**config.mk**
```make
export PLATFORM = sky130hd
export DESIGN_NAME = evt_bridge
export DESIGN_NICKNAME = d
export VERILOG_FILES = /design/src/rtl/evt_pkg.sv /design/src/rtl/evt_h2s_lane.sv /design/src/rtl/evt_s2h_lane.sv /design/src/rtl/evt_regif.sv /design/src/rtl/evt_bridge.sv
export SDC_FILE = /design/constraint.sdc
export NUM_CORES = 1
export LEC_CHECK = 0
export BUFFER_PORTS_ARGS = -buffer_cell sky130_fd_sc_hd__buf_4
export CAP_MARGIN = 20
export CELL_PAD_IN_SITES_DETAIL_PLACEMENT = 1
export CELL_PAD_IN_SITES_GLOBAL_PLACEMENT = 2
export CORE_MARGIN = 2
export CORE_UTILIZATION = 38
export DETAILED_ROUTE_END_ITERATION = 12
export PLACE_DENSITY_LB_ADDON = 0.1
export SYNTH_ARGS = -nofsm -noshare
export SYNTH_HDL_FRONTEND = slang
export SYNTH_SLANG_ARGS = --single-unit
```
**constraint.sdc**
```tcl
create_clock -name clk -period 2.3 [get_ports clk]
set_input_delay 0.115 -clock clk [delete_from_list [all_inputs] [get_ports clk]]
set_output_delay 0.115 -clock clk [all_outputs]
set_load 0.03 [all_outputs]
```
**src/rtl/evt_pkg.sv**
```systemverilog
package evt_pkg;

    localparam int unsigned A_STAT     = 0;
    localparam int unsigned A_FRZ      = 1;
    localparam int unsigned A_IE       = 2;
    localparam int unsigned A_FLAG     = 3;
    localparam int unsigned A_VAL_BASE = 4;

    typedef enum logic [2:0] {
        RK_NONE,
        RK_STAT,
        RK_FRZ,
        RK_IE,
        RK_FLAG,
        RK_HVAL,
        RK_SVAL
    } reg_kind_e;

    function automatic reg_kind_e decode_kind(input logic [31:0] a,
                                              input int unsigned nh,
                                              input int unsigned ns);
        reg_kind_e k;
        k = RK_NONE;
        if (a == A_STAT)                           k = RK_STAT;
        else if (a == A_FRZ)                       k = RK_FRZ;
        else if (a == A_IE)                        k = RK_IE;
        else if (a == A_FLAG)                      k = RK_FLAG;
        else if (a >= A_VAL_BASE && a < A_VAL_BASE + nh)
                                                   k = RK_HVAL;
        else if (a >= A_VAL_BASE + nh && a < A_VAL_BASE + nh + ns)
                                                   k = RK_SVAL;
        return k;
    endfunction

endpackage

```
**src/rtl/evt_h2s_lane.sv**
```systemverilog
module evt_h2s_lane #(
    parameter int DW = 8
) (
    input  logic          clk,
    input  logic          rst_n,
    input  logic          evt_vld,
    input  logic [DW-1:0] evt_val,
    input  logic          ack,
    input  logic          freeze,
    output logic          stat,
    output logic          frz,
    output logic [DW-1:0] val
);

    typedef struct packed {
        logic          stat;
        logic          frz;
        logic [DW-1:0] val;
    } lane_t;

    lane_t st_d, st_q;

    always_comb begin
        st_d = st_q;
        if (freeze)
            st_d.frz = st_q.stat;
        if (evt_vld) begin
            st_d.stat = 1'b1;
            st_d.val  = evt_val;
        end else if (ack || freeze) begin
            st_d.stat = 1'b0;
        end
    end

    always_ff @(posedge clk or negedge rst_n) begin
        if (!rst_n) st_q <= '0;
        else        st_q <= st_d;
    end

    assign stat = st_q.stat;
    assign frz  = st_q.frz;
    assign val  = st_q.val;

endmodule

```
**src/rtl/evt_s2h_lane.sv**
```systemverilog
module evt_s2h_lane #(
    parameter int DW = 8
) (
    input  logic          clk,
    input  logic          rst_n,
    input  logic          val_we,
    input  logic [DW-1:0] wdata,
    input  logic          flag_we,
    input  logic          flag_bit,
    output logic          flag,
    output logic          stb,
    output logic [DW-1:0] val
);

    typedef struct packed {
        logic [DW-1:0] val;
        logic          flag;
        logic          prev;
    } lane_t;

    lane_t st_d, st_q;

    always_comb begin
        st_d      = st_q;
        st_d.prev = st_q.flag;
        if (flag_we) st_d.flag = flag_bit;
        if (val_we)  st_d.val  = wdata;
    end

    always_ff @(posedge clk or negedge rst_n) begin
        if (!rst_n) st_q <= '0;
        else        st_q <= st_d;
    end

    assign flag = st_q.flag;
    assign stb  = st_q.flag & ~st_q.prev;
    assign val  = st_q.val;

endmodule

```
**src/rtl/evt_regif.sv**
```systemverilog
module evt_regif
    import evt_pkg::*;
#(
    parameter int NH = 4,
    parameter int NS = 2,
    parameter int DW = 8,
    parameter int AW = 4
) (
    input  logic             clk,
    input  logic             rst_n,
    input  logic             bus_we,
    input  logic [AW-1:0]    bus_addr,
    input  logic [DW-1:0]    bus_wdata,
    output logic [DW-1:0]    bus_rdata,
    input  logic [NH-1:0]    stat,
    input  logic [NH-1:0]    frz,
    input  logic [NH*DW-1:0] hval,
    input  logic [NS-1:0]    flag,
    input  logic [NS*DW-1:0] sval,
    output logic [NH-1:0]    ack_mask,
    output logic             freeze,
    output logic [NH-1:0]    ie,
    output logic             flag_we,
    output logic [NS-1:0]    sval_we
);

    typedef struct packed {
        logic [NH-1:0] ie;
    } rif_t;

    rif_t        st_d, st_q;
    logic [31:0] a;
    logic [31:0] hidx;
    logic [31:0] sidx;
    reg_kind_e   kind;

    always_comb begin
        a         = 32'(bus_addr);
        kind      = decode_kind(a, NH, NS);
        hidx      = a - A_VAL_BASE;
        sidx      = a - A_VAL_BASE - NH;
        st_d      = st_q;
        ack_mask  = '0;
        freeze    = 1'b0;
        flag_we   = 1'b0;
        sval_we   = '0;
        bus_rdata = '0;
        unique case (kind)
            RK_STAT: begin
                bus_rdata[NH-1:0] = stat;
                if (bus_we) ack_mask = bus_wdata[NH-1:0];
            end
            RK_FRZ: begin
                bus_rdata[NH-1:0] = frz;
                freeze = bus_we & bus_wdata[0];
            end
            RK_IE: begin
                bus_rdata[NH-1:0] = st_q.ie;
                if (bus_we) st_d.ie = bus_wdata[NH-1:0];
            end
            RK_FLAG: begin
                bus_rdata[NS-1:0] = flag;
                flag_we = bus_we;
            end
            RK_HVAL: begin
                for (int i = 0; i < NH; i++)
                    if (hidx == i) bus_rdata = hval[i*DW +: DW];
            end
            RK_SVAL: begin
                for (int j = 0; j < NS; j++)
                    if (sidx == j) begin
                        bus_rdata  = sval[j*DW +: DW];
                        sval_we[j] = bus_we;
                    end
            end
            default: ;
        endcase
    end

    always_ff @(posedge clk or negedge rst_n) begin
        if (!rst_n) st_q <= '0;
        else        st_q <= st_d;
    end

    assign ie = st_q.ie;

endmodule

```
**src/rtl/evt_bridge.sv**
```systemverilog
module evt_bridge
    import evt_pkg::*;
#(
    parameter int NH = 4,
    parameter int NS = 2,
    parameter int DW = 8,
    parameter int AW = 4
) (
    input  logic             clk,
    input  logic             rst_n,
    input  logic [NH-1:0]    hw_evt_vld,
    input  logic [NH*DW-1:0] hw_evt_val,
    output logic [NS-1:0]    sw_evt_stb,
    output logic [NS*DW-1:0] sw_evt_val,
    input  logic             bus_we,
    input  logic [AW-1:0]    bus_addr,
    input  logic [DW-1:0]    bus_wdata,
    output logic [DW-1:0]    bus_rdata,
    output logic             irq
);

    localparam int NREG = A_VAL_BASE + NH + NS;

    initial begin
        if (NREG > (1 << AW)) $error("address space too small for register map");
        if (NH > DW || NS > DW) $error("lane count exceeds data width");
    end

    logic [NH-1:0]    act_stat;
    logic [NH-1:0]    frz_stat;
    logic [NH-1:0]    ie_mask;
    logic [NH-1:0]    ack_mask;
    logic             freeze;
    logic [NH*DW-1:0] hval;
    logic [NS-1:0]    flag;
    logic             flag_we;
    logic [NS-1:0]    sval_we;

    evt_regif #(.NH(NH), .NS(NS), .DW(DW), .AW(AW)) u_rif (
        .clk       (clk),
        .rst_n     (rst_n),
        .bus_we    (bus_we),
        .bus_addr  (bus_addr),
        .bus_wdata (bus_wdata),
        .bus_rdata (bus_rdata),
        .stat      (act_stat),
        .frz       (frz_stat),
        .hval      (hval),
        .flag      (flag),
        .sval      (sw_evt_val),
        .ack_mask  (ack_mask),
        .freeze    (freeze),
        .ie        (ie_mask),
        .flag_we   (flag_we),
        .sval_we   (sval_we)
    );

    for (genvar i = 0; i < NH; i++) begin : g_h2s
        evt_h2s_lane #(.DW(DW)) u_lane (
            .clk     (clk),
            .rst_n   (rst_n),
            .evt_vld (hw_evt_vld[i]),
            .evt_val (hw_evt_val[i*DW +: DW]),
            .ack     (ack_mask[i]),
            .freeze  (freeze),
            .stat    (act_stat[i]),
            .frz     (frz_stat[i]),
            .val     (hval[i*DW +: DW])
        );
    end

    for (genvar j = 0; j < NS; j++) begin : g_s2h
        evt_s2h_lane #(.DW(DW)) u_lane (
            .clk      (clk),
            .rst_n    (rst_n),
            .val_we   (sval_we[j]),
            .wdata    (bus_wdata),
            .flag_we  (flag_we),
            .flag_bit (bus_wdata[j]),
            .flag     (flag[j]),
            .stb      (sw_evt_stb[j]),
            .val      (sw_evt_val[j*DW +: DW])
        );
    end

    assign irq = |(act_stat & ie_mask);

endmodule

```
Yosys cells after proc, flatten, opt, wreduce, memory -nomap -nowiden
Index checks and enable logic that the tools add are counted.
- flip-flop bits (word level): 64
- bits of input ports: 51
- output and inout port bits: 27
- word-level logic and storage cells: 89
- add/sub/neg operators: 2
- $lt $le $gt $ge: 4
- eq/ne operators: 13
- multiplexer cells: 30
- bitwise logic cells: 6
- reduce and logical (&&, ||, !) cells: 15
- operators by type and width (kind ; count):
    32-bit by 1-bit equality test with 1-bit output, second input constant ; 2
    32-bit by 2-bit equality test with 1-bit output, second input constant ; 2
    32-bit logical NOT ; 2
    8-bit two-way mux ; 6
    32-bit by 3-bit subtractor with 32-bit output, second input constant ; 1
    3-bit two-way mux ; 6
    1-bit two-way mux ; 12
    2-bit one-hot mux with 6 select lines ; 1
    2-bit one-hot mux with 5 select lines ; 1
    3-bit equality test, second input constant ; 3
    4-bit by 2-bit equality test with 1-bit output, second input constant ; 2
    4-bit < comparator, second input constant ; 2
    4-bit two-way mux ; 2
    4-bit one-hot mux with 2 select lines ; 1
    2-bit nonzero test ; 4
    3-bit by 2-bit equality test with 1-bit output, second input constant ; 2
    4-bit by 3-bit subtractor with 5-bit output, second input constant ; 1
    4-bit AND ; 1
    4-bit by 1-bit equality test with 1-bit output, second input constant ; 1
    4-bit by 3-bit greater-or-equal comparator with 1-bit output, second input constant ; 1
    4-bit greater-or-equal comparator, second input constant ; 1
    4-bit logical NOT ; 1
    1-bit logical OR ; 4
    4-bit OR reduction ; 1
    other kinds (6) ; 10

Logic depth before layout (Yosys ltp)
Gate-level depths: netlist (run 1).
- depth after elaboration: 13
- mapped depth: 7

Cells and area by module
A second synthesis (run 1) with hierarchy kept.
- cells, all modules: 252
- area total of the unflattened synthesis: 3394.5 sq um
- by module, submodules not included (module ; instances ; cells an instance ; area an instance (sq um)):
    evt_h2s_lane ; 4 ; 22 ; 405.4
    evt_s2h_lane ; 2 ; 29 ; 459.2
    evt_regif ; 1 ; 103 ; 835.8
    evt_bridge ; 1 ; 3 ; 18.8

Least setup slack after synthesis (run 1)
Ideal clock, no wire load.
- kind: input -> output
- from: input bus_addr[3]
- to: output bus_rdata[7]
- arrival: 1.650 ns
- data required time: 2.185 ns
- slack: 0.535 ns
- stages: 7
- path through: buf_2 -> nor2b_1 -> inv_1 -> ha_1 -> nand3b_1 -> nor3_1 -> a2111o_1
- cells in the longest elaborated chain, start to end: 10
- elaborated cells on any way between the ends: 33
- classes of those cells: add/sub: 2; order compare: 4; eq/ne: 9; mux: 13; reduce/logical: 5
- ends and longest elaborated chain (element ; RTL line ; source):
    start: declaration ; evt_bridge.sv:16 ; input logic [AW-1:0] bus_addr,
    branches (longest 9 deep; another with 32-bit by 3-bit subtractor with 32-bit output) ; - ;
    4-bit one-hot mux with 2 select lines * ; evt_regif.sv:48 ; unique case (kind)
    end: declaration ; evt_bridge.sv:18 ; output logic [DW-1:0] bus_rdata,
Mark *: on every way between the ends.

Final worst setup path (run 1)
- from: register g_h2s[3].u_lane.st_q (netlist bit g_h2s[3].u_lane.val[5])
- to: output bus_rdata[5]
- cells in the longest elaborated chain, start to end: 2
- ends and longest elaborated chain (element ; RTL line ; source):
    start: declaration ; evt_h2s_lane.sv:21 ; lane_t st_d, st_q;
    start signal: assignment ; evt_h2s_lane.sv:37 ; else st_q <= st_d;
    8-bit two-way mux ; evt_regif.sv:67 ; if (hidx == i) bus_rdata = hval[i*DW +: DW];
    4-bit one-hot mux with 2 select lines ; evt_regif.sv:48 ;
No other way between the ends.

==> results of run 1 <==
stage by stage:
step           total power, uW  instance area, sq um
3_3_place_gp              2180                  3690
6_report                  3140                  3970
3_5_place_dp              2200                  3690
4_1_cts                   3190                  3960
5_1_grt                   3310                  3970
2_1_floorplan             1980                  3160
state kept, by name, summed over array words and instances, names as in the netlist:
signal	count
g_s2h.u_lane.flag	2
g_s2h.u_lane.st_q	2
g_h2s.u_lane.stat	4
u_rif.ie	4
g_h2s.u_lane.val	32
g_h2s.u_lane.frz	4
g_s2h.u_lane.val	16
power by group:
part	internal [uW]	switching, uW	leakage (uW)	total, uW
combinational	381	379	0.000902	760
clock	557	415	0.000103	972
sequential	1300	115	0.000757	1410
total	2230	909	0.00176	3140
cells by family (layout without fill, tap and decap cells):
kind of cell / after synthesis / after routing / share of synthesized area, %
mux: 75 / 75 / 28.9
flops: 64 / 64 / 50.6
simple gates: 40 / 40 / 8.07
buf+inv: 32 / 105 / 6.52
compound gates: 21 / 21 / 5.46
fa+ha+maj: 1 / 1 / 0.395
final timing paths:
kind	startpoint	end	slack, ps	cells past startpoint
hold reg to reg	g_s2h[1].u_lane.flag	g_s2h[1].u_lane.st_q[0]	440	0
setup reg to reg	g_h2s[3].u_lane.stat	g_h2s[3].u_lane.frz	1500	1
setup / recovery	g_h2s[3].u_lane.val[5]	bus_rdata[5]	390	4
min in group asynchronous	rst_n	g_h2s[3].u_lane.val[4]	410	2
max in group asynchronous	rst_n	g_s2h[0].u_lane.val[0]	1350	2
hold / removal	hw_evt_val[17]	g_h2s[2].u_lane.val[1]	10	2
timing repair:
action,CTS,global route
endpoints found under the hold margin,70,1
setup buffers,0,0
hold buffers,7,1
worst max-delay path, cell delays in order, from the launching register on:
cell and delay [ps]:
dfrtp_1 380, mux4_2 480, and2_1 170, a221o_1 270
buf_4 170
layer usage:
| metal | global-route usage, % | wire, microns | vias up |
|---|---|---|---|
| met4 | 6.16 | 69 | 0 |
| met1 | 24.5 | 3320 | 1026 |
| li1 | - | - | 978 |
| met2 | 25.6 | 3320 | 50 |
| met3 | 3.64 | 351 | 8 |
| met5 | 0 | 0 | - |
Yosys cell counts (2+ instances only):
master / count / area, sq um
mux2i_1: 6 / 60.1
nand2b_1: 3 / 18.8
a22oi_1: 4 / 30.0
nor3_1: 5 / 25.0
a21o_1: 3 / 22.5
mux4_2: 7 / 158
mux2_2: 62 / 698
nor2_1: 4 / 15.0
nor2b_1: 5 / 31.3
nand3_1: 5 / 25.0
a31o_2: 3 / 26.3
o211ai_1: 2 / 15.0
nand3b_1: 2 / 15.0
inv_1: 3 / 11.3
a221o_1: 3 / 30.0
and2_1: 3 / 18.8
buf_4: 20 / 150
nand2_1: 6 / 22.5
buf_2: 3 / 15.0
o221ai_1: 2 / 17.5
a211oi_1: 2 / 15.0
clkbuf_1: 4 / 15.0
dfrtp_1: 64 / 1600
layout make-up:
type                            count  share of cell area, %
Clock buffer                       13                   4.01
Timing Repair Buffer               86                   16.8
Clock inverter                      3                   1.01
Inverter                            3                  0.284
Tap cell                          105                   3.31
Sequential cell                    64                   40.4
Multi-Input combinational cell    137                   34.2
==> impl_metrics.env, run 1 <==
export IMPL_grt_max_degree=65
export IMPL_rows=33
export IMPL_ff_latch_area_sq_um=1600
export IMPL_async_reset_ff_share_pct=100
export IMPL_instances_no_fill=411
export IMPL_place_inst=387
export IMPL_wl_per_cell_microns=17.2
export IMPL_cts_resized=0
export IMPL_start_kind="flip-flop"
export IMPL_area_delta_synth_final_pct=25.3
export IMPL_fin_tns_setup_ps=0
export IMPL_die_area_sq_um=9070
export IMPL_dieHeight_microns=95.3
export IMPL_fmax_mhz=523
export IMPL_cts_max_level=3
export IMPL_final_common_cell="buf_4"
export IMPL_path_class="reg2out"
export IMPL_setup_ws_ps=387
export IMPL_clock_path_buffers=2
export IMPL_cts_buffers=9
export IMPL_arrival_ps=1800
export IMPL_drive_above_1_share_pct=54.9
export IMPL_nNetsFinal=353
export IMPL_synth_ff_type="dfrtp_1"
export IMPL_synth_seq_cells=64
export IMPL_worst_setup_path_end_kind="output pin"
export IMPL_slew_headroom_pct=46.1
export IMPL_p_leak_uw=0.00176
export IMPL_drcViolationCount=0
export IMPL_drtAntennaViolNets=0
export IMPL_ioPinCount=78
export IMPL_syn_area_per_cell_sq_um=13.6
export IMPL_mostFrequentLayoutCells="buf_4 (78), dfrtp_1 (64), mux2_2 (62), clkbuf_8 (11), dlygate4sd3_1 (8)"
export IMPL_min_period_ps=1910
export IMPL_hold_class="in2reg"
export IMPL_place_congestion=0.745
export IMPL_diodes=0
export IMPL_fill_cells=856
export IMPL_dieWidth_microns=95.3
export IMPL_fin_util_pct=48.7
export IMPL_dp_slack_ps=455
export IMPL_postSynthCellCount=233
export IMPL_cts_root_buffer="clkbuf_8"
export IMPL_cts_sinks=64
export IMPL_antenna_found_initial=0
export IMPL_initial_core_util_pct=38.9
export IMPL_track_usage_pct=17.1
export IMPL_ir_drop_mv=0.303
export IMPL_fp_coreArea_sq_um=8130
export IMPL_num_vias=2062
export IMPL_fin_worst_skew_ps=1.29
export IMPL_avgViaCountPerCell=5.02
export IMPL_post_route_period_util_pct=83.2
export IMPL_powerDensity_nw_per_um2=793
export IMPL_drt_first_pass_iters=4
export IMPL_clk_latency_ps=330
export IMPL_hold_violations=0
export IMPL_cp_max_fo=2
export IMPL_syn_area_sq_um=3160
export IMPL_grt_setup_unrepaired="false"
export IMPL_cts_tree="done"
export IMPL_multi_input_area_sq_um=1360
export IMPL_yosysWarnings=0
export IMPL_finalSetupViolCount=0
export IMPL_port_buffer_count=77
export IMPL_yosysSeqAreaShare_pct=50.6
export IMPL_grt_pass1_vias=2147
export IMPL_synth_edf_count=0
export IMPL_drv_slew=0
export IMPL_outcome="complete, no violations"
export IMPL_maxCapViolations=0
export IMPL_drt_iter0_drc=46
export IMPL_dp_hpwl_mm=5.08
export IMPL_ys_types=35
export IMPL_crit_required_ps=2180
export IMPL_clk_pin_slew_ps=70
export IMPL_routed_wl_mm=7.06
export IMPL_tightest_slew_ps=808
export IMPL_gr_total_overflow=0
export IMPL_syn_nets=285
export IMPL_grt_pass1_wl_mm=11.4
export IMPL_whs_ps=13.6
Power figures use the tool's default switching activity.
==> inputs of run 2 (changes only) <==
- CORE_UTILIZATION: 38 -> 32
- clock period: 2.3 -> 1.5 ns (I/O delays scaled with it)
==> impl_metrics.env, run 2 (synthesis gave the netlist of run 1 again) <==
export IMPL_maxCapViolations=0
export IMPL_min_period_ps=1870
export IMPL_area_delta_synth_final_pct=47.6
export IMPL_cts_tree="done"
export IMPL_gr_total_overflow=0
export IMPL_nNetsFinal=407
export IMPL_path_class="reg2out"
export IMPL_mostFrequentLayoutCells="buf_4 (92), dfrtp_1 (64), mux2_2 (54), dlygate4sd3_1 (40), clkbuf_8 (12)"
export IMPL_setup_ws_ps=-369
export IMPL_port_buffer_count=77
export IMPL_antenna_found_initial=0
export IMPL_arrival_ps=1790
export IMPL_drt_iter0_drc=48
export IMPL_critPathBufInv=1
export IMPL_slew_headroom_pct=72.8
export IMPL_clk_pin_slew_ps=80
export IMPL_fmax_mhz=535
export IMPL_cp_cell_sequence="mux4_2 -> and2_4 -> a221o_1 -> buf_6"
export IMPL_min_path_cells=2
export IMPL_fin_worst_skew_ps=4.25
export IMPL_min_to="u_rif.ie[0]"
export IMPL_largest_reg_flops=32
export IMPL_drv_slew=0
export IMPL_dpl_instance_area_sq_um=3940
export IMPL_drt_first_pass_iters=4
export IMPL_grt_max_degree=36
export IMPL_cpMaxStageDelayCell="mux4_2"
export IMPL_final_common_cell="buf_4"
export IMPL_die_area_sq_um=10700
export IMPL_cp_max_fo=2
export IMPL_track_usage_pct=16.8
export IMPL_crit_family="multiplexers"
export IMPL_dieHeight_microns=103
export IMPL_cts_root_buffer="clkbuf_8"
export IMPL_routed_wl_mm=8.26
export IMPL_worst_setup_path_end_kind="output pin"
export IMPL_crit_required_ps=1420
export IMPL_grt_pass1_wl_mm=13.2
export IMPL_power_uw=5320
export IMPL_powerDensity_nw_per_um2=1140
export IMPL_p_leak_uw=0.00207
export IMPL_grt_setup_unrepaired="true"
export IMPL_cts_buffers=9
export IMPL_r2r_end="g_h2s[1].u_lane.val[4]"
export IMPL_post_route_period_util_pct=125
export IMPL_fp_coreArea_sq_um=9680
export IMPL_ioPinCount=78
export IMPL_dp_hpwl_mm=5.87
export IMPL_failed_checks="negative setup slack"
export IMPL_reg2reg_depth=2
export IMPL_final_cell_area_sq_um=4670
export IMPL_num_vias=2321
export IMPL_diodes=0
export IMPL_start_kind="flip-flop"
export IMPL_tightest_slew_ps=408
export IMPL_grt_pass1_vias=2493
export IMPL_max_stage_delay_ps=500
export IMPL_reg2reg_from="g_h2s[1].u_lane.val[4]"
export IMPL_dieWidth_microns=103
export IMPL_hp_start="bus_wdata[0]"
export IMPL_clk_latency_ps=340
export IMPL_rows=36
export IMPL_clock_path_buffers=2
export IMPL_avgViaCountPerCell=4.71
export IMPL_cts_sinks=64
export IMPL_wl_per_cell_microns=16.8
export IMPL_place_congestion=0.728
export IMPL_drtAntennaViolNets=0
export IMPL_cts_max_level=3
export IMPL_ir_drop_mv=0.400
export IMPL_finalSetupViolCount=8
export IMPL_hold_class="in2reg"
export IMPL_outcome="complete, but fails checks"
export IMPL_drive_above_1_share_pct=57.2
export IMPL_hold_violations=0
export IMPL_drcViolationCount=0
export IMPL_r2r_setup_slack_ps=630
export IMPL_initial_core_util_pct=32.7
export IMPL_whs_ps=32.5
[run 2: cell count changes in the layout (fill, tap and decap cells not counted), sizes merged]
cell and change:
dlygate4sd3 +32, buf +22, clkinv -2, clkinvlp +2, bufinv +1, clkbuf -1
[run 2: timing repair]
action,CTS,global route
hold endpoints to repair,75,0
endpoints found under the setup margin,8,8
resized for setup,11,5
gates cloned,0,0
buffers inserted,2,1
pin swaps,7,2
hold buffers,40,0
[run 2: cell type report]
class,instances,area [sq um]
Clock buffer,12,165
Clock inverter,4,75.1
Fill cell,1005,5010
Inverter,3,11.3
Multi-Input combinational cell,137,1450
Sequential cell,64,1600
Tap cell,133,166
Timing Repair Buffer,140,1200
[run 2: worst reg2reg max path, stage by stage, from the launching register on]
cell and delay, ps:
dfrtp_1 380, buf_4 130, mux2_2 250
[run 2: worst max-delay path by stage]
stage	slack [ps]	to	cells after the start	from
2_1_floorplan	-20	g_s2h[0].u_lane.val[0]	7	bus_addr[3]
3_5_place_dp	-50	g_s2h[0].u_lane.val[3]	8	bus_addr[2]
4_1_cts	-380	bus_rdata[5]	4	g_h2s[3].u_lane.val[5]
3_3_place_gp	-40	g_s2h[0].u_lane.val[4]	8	bus_addr[2]
5_1_grt	-440	bus_rdata[5]	4	g_h2s[3].u_lane.val[5]
6_report	-370	bus_rdata[4]	4	g_h2s[3].u_lane.val[4]
[run 2: power by group]
group / leakage [uW] / internal, uW / switching (uW)
clock network: 0.000115 / 1070 / 711
logic: 0.00119 / 729 / 638
registers: 0.000757 / 1980 / 182
total: 0.00207 / 3790 / 1530
[run 2: per-layer routing]
| metal | global-route usage [%] | vias to the layer above | wire (microns) |
|---|---|---|---|
| li1 | - | 1083 | - |
| met1 | 22.1 | 1167 | 3670 |
| met2 | 27.0 | 58 | 4130 |
| met3 | 3.49 | 13 | 312 |
| met4 | 6.58 | 0 | 149 |
| met5 | 0 | - | 0 |
[run 2: per-stage QoR]
| step | setup slack (ps) | utilization [%] | TNS, ps | std cells |
|---|---|---|---|---|
| after global routing | -444 | 48.2 | -2280 | 493 |
| after detailed placement | -54.8 | 40.7 | -505 | 434 |
| after CTS | -383 | 47.9 | -1890 | 492 |
| final | -369 | 48.2 | -1680 | 493 |
| after floorplan | -24.1 | - | -193 | 233 |
| after global placement | -37.0 | 40.7 | -328 | 434 |
==> inputs of run 3 (changes only) <==
- ABC_AREA: unset -> 1
- CORE_UTILIZATION: 32 -> 27
==> impl_metrics.env, run 3 <==
export IMPL_outcome="complete, but fails checks"
export IMPL_failed_checks="negative hold slack"
export IMPL_whs_ps=-2.34
export IMPL_port_buffer_count=77
export IMPL_die_area_sq_um=13200
export IMPL_fp_coreArea_sq_um=12000
export IMPL_cp_max_fo=4
export IMPL_ioPinCount=78
export IMPL_worst_setup_path_end_kind="output pin"
export IMPL_route_top_layer_used="met4"
export IMPL_synth_seq_cells=64
export IMPL_synth_top_family_by_area="simple AND/OR/NAND/NOR gates"
export IMPL_wl_met1_mm=4.59
export IMPL_dieWidth_microns=115
export IMPL_fin_tns_setup_ps=0
export IMPL_routed_wl_met2_mm=5.04
export IMPL_drcViolationCount=0
export IMPL_gr_total_overflow=0
export IMPL_cts_buffers=9
export IMPL_hold_class="in2reg"
export IMPL_finalSetupViolCount=0
export IMPL_clkPwrFrac_pct=37.2
export IMPL_synthSimpleGateAreaFrac_pct=32.6
export IMPL_r2r_setup_slack_ps=700
export IMPL_diodes=0
export IMPL_hold_violations=1
export IMPL_drtAntennaViolNets=0
export IMPL_drive_above_1_share_pct=28.9
export IMPL_area_delta_synth_final_pct=41.8
export IMPL_place_congestion=0.793
export IMPL_dp_slack_ps=31.5
export IMPL_slew_headroom_pct=72.2
export IMPL_ir_drop_mv=0.585
export IMPL_grt_max_degree=36
export IMPL_reg2reg_from="g_s2h[0].u_lane.flag"
export IMPL_drt_iter0_drc=159
export IMPL_clock_path_buffers=2
export IMPL_antenna_found_initial=0
export IMPL_yosysWarnings=0
export IMPL_avgViaCountPerCell=4.38
export IMPL_cts_root_buffer="clkbuf_16"
export IMPL_wl_per_cell_microns=14.7
export IMPL_largest_reg_flops=32
export IMPL_num_vias=2996
export IMPL_setup_ws_ps=57.5
export IMPL_drv_slew=0
export IMPL_comb_power_share_pct=22.7
export IMPL_rows=40
export IMPL_min_period_ps=1440
export IMPL_post_route_period_util_pct=96.2
export IMPL_final_common_cell="nand2_1"
export IMPL_nNetsFinal=584
export IMPL_dieHeight_microns=115
export IMPL_hp_start="hw_evt_val[25]"
export IMPL_drt_first_pass_iters=4
export IMPL_syn_nets=476
export IMPL_min_to="g_h2s[3].u_lane.val[1]"
export IMPL_synth_adder_area_share_pct=0.378
export IMPL_synth_edf_count=0
export IMPL_routed_wl_mm=10.1
export IMPL_ff_latch_area_sq_um=1600
export IMPL_grt_pass1_wl_mm=16.3
export IMPL_syn_area_per_cell_sq_um=7.80
export IMPL_fmax_mhz=693
export IMPL_p_leak_uw=0.00245
export IMPL_async_reset_ff_share_pct=100
export IMPL_cts_max_level=3
export IMPL_postSynthCellCount=424
export IMPL_synth_top_cell_area_share_pct=48.4
export IMPL_synth_compound_area_share_pct=8.28
export IMPL_grt_pass1_vias=3146
export IMPL_internal_power_uw=3750
export IMPL_synthXorXnorAreaFrac_pct=0
export IMPL_syn_area_sq_um=3310
export IMPL_path_class="reg2out"
export IMPL_seq_power_share_pct=40.1
export IMPL_clk_pin_slew_ps=50
export IMPL_tightest_slew_ps=417
export IMPL_yosys_top_cells_count="nand2_1 (193), dfrtp_1 (64), nand3_1 (32), inv_1 (30), buf_4 (20)"
export IMPL_cts_tree="done"
export IMPL_fill_cells=1454
export IMPL_ys_types=24
export IMPL_synth_ff_type="dfrtp_1"
export IMPL_yosysSeqAreaShare_pct=48.4
export IMPL_multi_input_area_sq_um=1450
export IMPL_r2r_end="g_s2h[0].u_lane.flag"
export IMPL_grt_setup_unrepaired="true"
export IMPL_track_usage_pct=16.4
export IMPL_arrival_ps=1370
export IMPL_synth_area_leaders="dfrtp_1 (48%), nand2_1 (22%), nand3_1 (4.8%), buf_4 (4.5%), o21ai_2 (4.0%)"
export IMPL_crit_required_ps=1420
export IMPL_reg2reg_depth=3
export IMPL_fin_worst_skew_ps=0.963
export IMPL_min_path_cells=3
export IMPL_synthMostInstantiatedCell="nand2_1"
export IMPL_p_sw_share_pct=30.4
export IMPL_powerDensity_nw_per_um2=1150
export IMPL_synth_area_mux_share_pct=0
export IMPL_synth_top_area_cell="dfrtp_1"
export IMPL_cts_sinks=64
export IMPL_maxCapViolations=0
export IMPL_wl_met3_microns=343
export IMPL_mostFrequentLayoutCells="nand2_1 (187), buf_4 (86), dfrtp_1 (64), dlygate4sd3_1 (32), nand3_1 (30)"
export IMPL_dp_hpwl_mm=7.73
export IMPL_clk_latency_ps=320
export IMPL_initial_core_util_pct=27.7
export IMPL_start_kind="flip-flop"
export IMPL_power_switching_uw=1640
-- run 3: cell count changes after synthesis, moves of 7 or more --
cell	delta
nand3_1	+27
mux4_2	-7
mux2_2	-62
inv_1	+27
o21ai_0	+16
nand2_1	+187
o21ai_2	+15
-- run 3: logic make-up (layout without fill, tap and decap cells) --
group | after synthesis | count (layout)
and+or+nand+nor | 252 | 254
DFF | 64 | 64
adders and majority gates | 1 | 1
buffers and inverters | 66 | 177
AOI/OAI and AO/OA | 41 | 41
-- run 3: how the worst max path moves through the flow --
| stage | cells past startpoint | slack, ps | endpoint | start |
|---|---|---|---|---|
| after floorplan | 9 | 220 | g_s2h[0].u_lane.val[5] | bus_addr[3] |
| after global placement | 11 | 70 | bus_rdata[2] | bus_addr[3] |
| after detailed placement | 11 | 30 | bus_rdata[2] | bus_addr[3] |
| after CTS | 7 | 5 | bus_rdata[0] | g_h2s[0].u_lane.stat |
| after global routing | 11 | -30 | bus_rdata[0] | bus_addr[3] |
| final | 7 | 60 | bus_rdata[1] | g_h2s[1].u_lane.stat |
-- run 3: power groups by stage --
| stage | clock network (uW) | logic, uW | registers (uW) |
|---|---|---|---|
| floorplan | 0 | 815 | 2110 |
| global placement | 0 | 1110 | 2200 |
| detailed placement | 0 | 1130 | 2200 |
| CTS | 2050 | 1220 | 2170 |
| global route | 2140 | 1350 | 2200 |
| finish | 2010 | 1220 | 2160 |
-- run 3: cell type report --
type | count | share of cell area, %
clock buffers | 12 | 5.04
multi-input cells | 296 | 30.9
well taps | 147 | 3.92
flip-flops and latches | 64 | 34.2
repair buffers | 123 | 22.0
clock inverters | 4 | 0.961
inverters | 38 | 3.04
-- run 3: repair_timing --
item / in CTS / in global routing
cloned: 0 / 2
buffers inserted: 2 / 3
hold endpoints to repair: 60 / 0
hold buffers: 32 / 0
gates resized for setup: 5 / 18
pin swaps: 4 / 11
endpoints found under the setup margin: 5 / 8
-- run 3: metal layers --
layer  vias to the layer above  GRT usage (%)
li1                       1519              -
met5                         -              0
met4                         0           4.34
met2                        54           27.9
met1                      1415           20.9
met3                         8           4.08
-- run 3: metrics by stage --
step	utilization, %	hold slack, ps	total power, uW	std cells	area [sq um]
6_report	39.2	-2.34	5390	684	4690
2_1_floorplan	-	-221	2920	424	3310
3_3_place_gp	33.0	44.3	3310	629	3950
3_5_place_dp	33.0	41.6	3330	629	3950
5_1_grt	39.2	18.0	5690	684	4690
4_1_cts	38.3	0.605	5430	679	4580
-- run 3: critical path, stage by stage, from the launching register on --
cell and delay (ps):
dfrtp_1 420, nand3_1 90, nand2_1 60, inv_1 60, nand2_2 70, nor2_4 130
nand2_2 80, buf_6 140
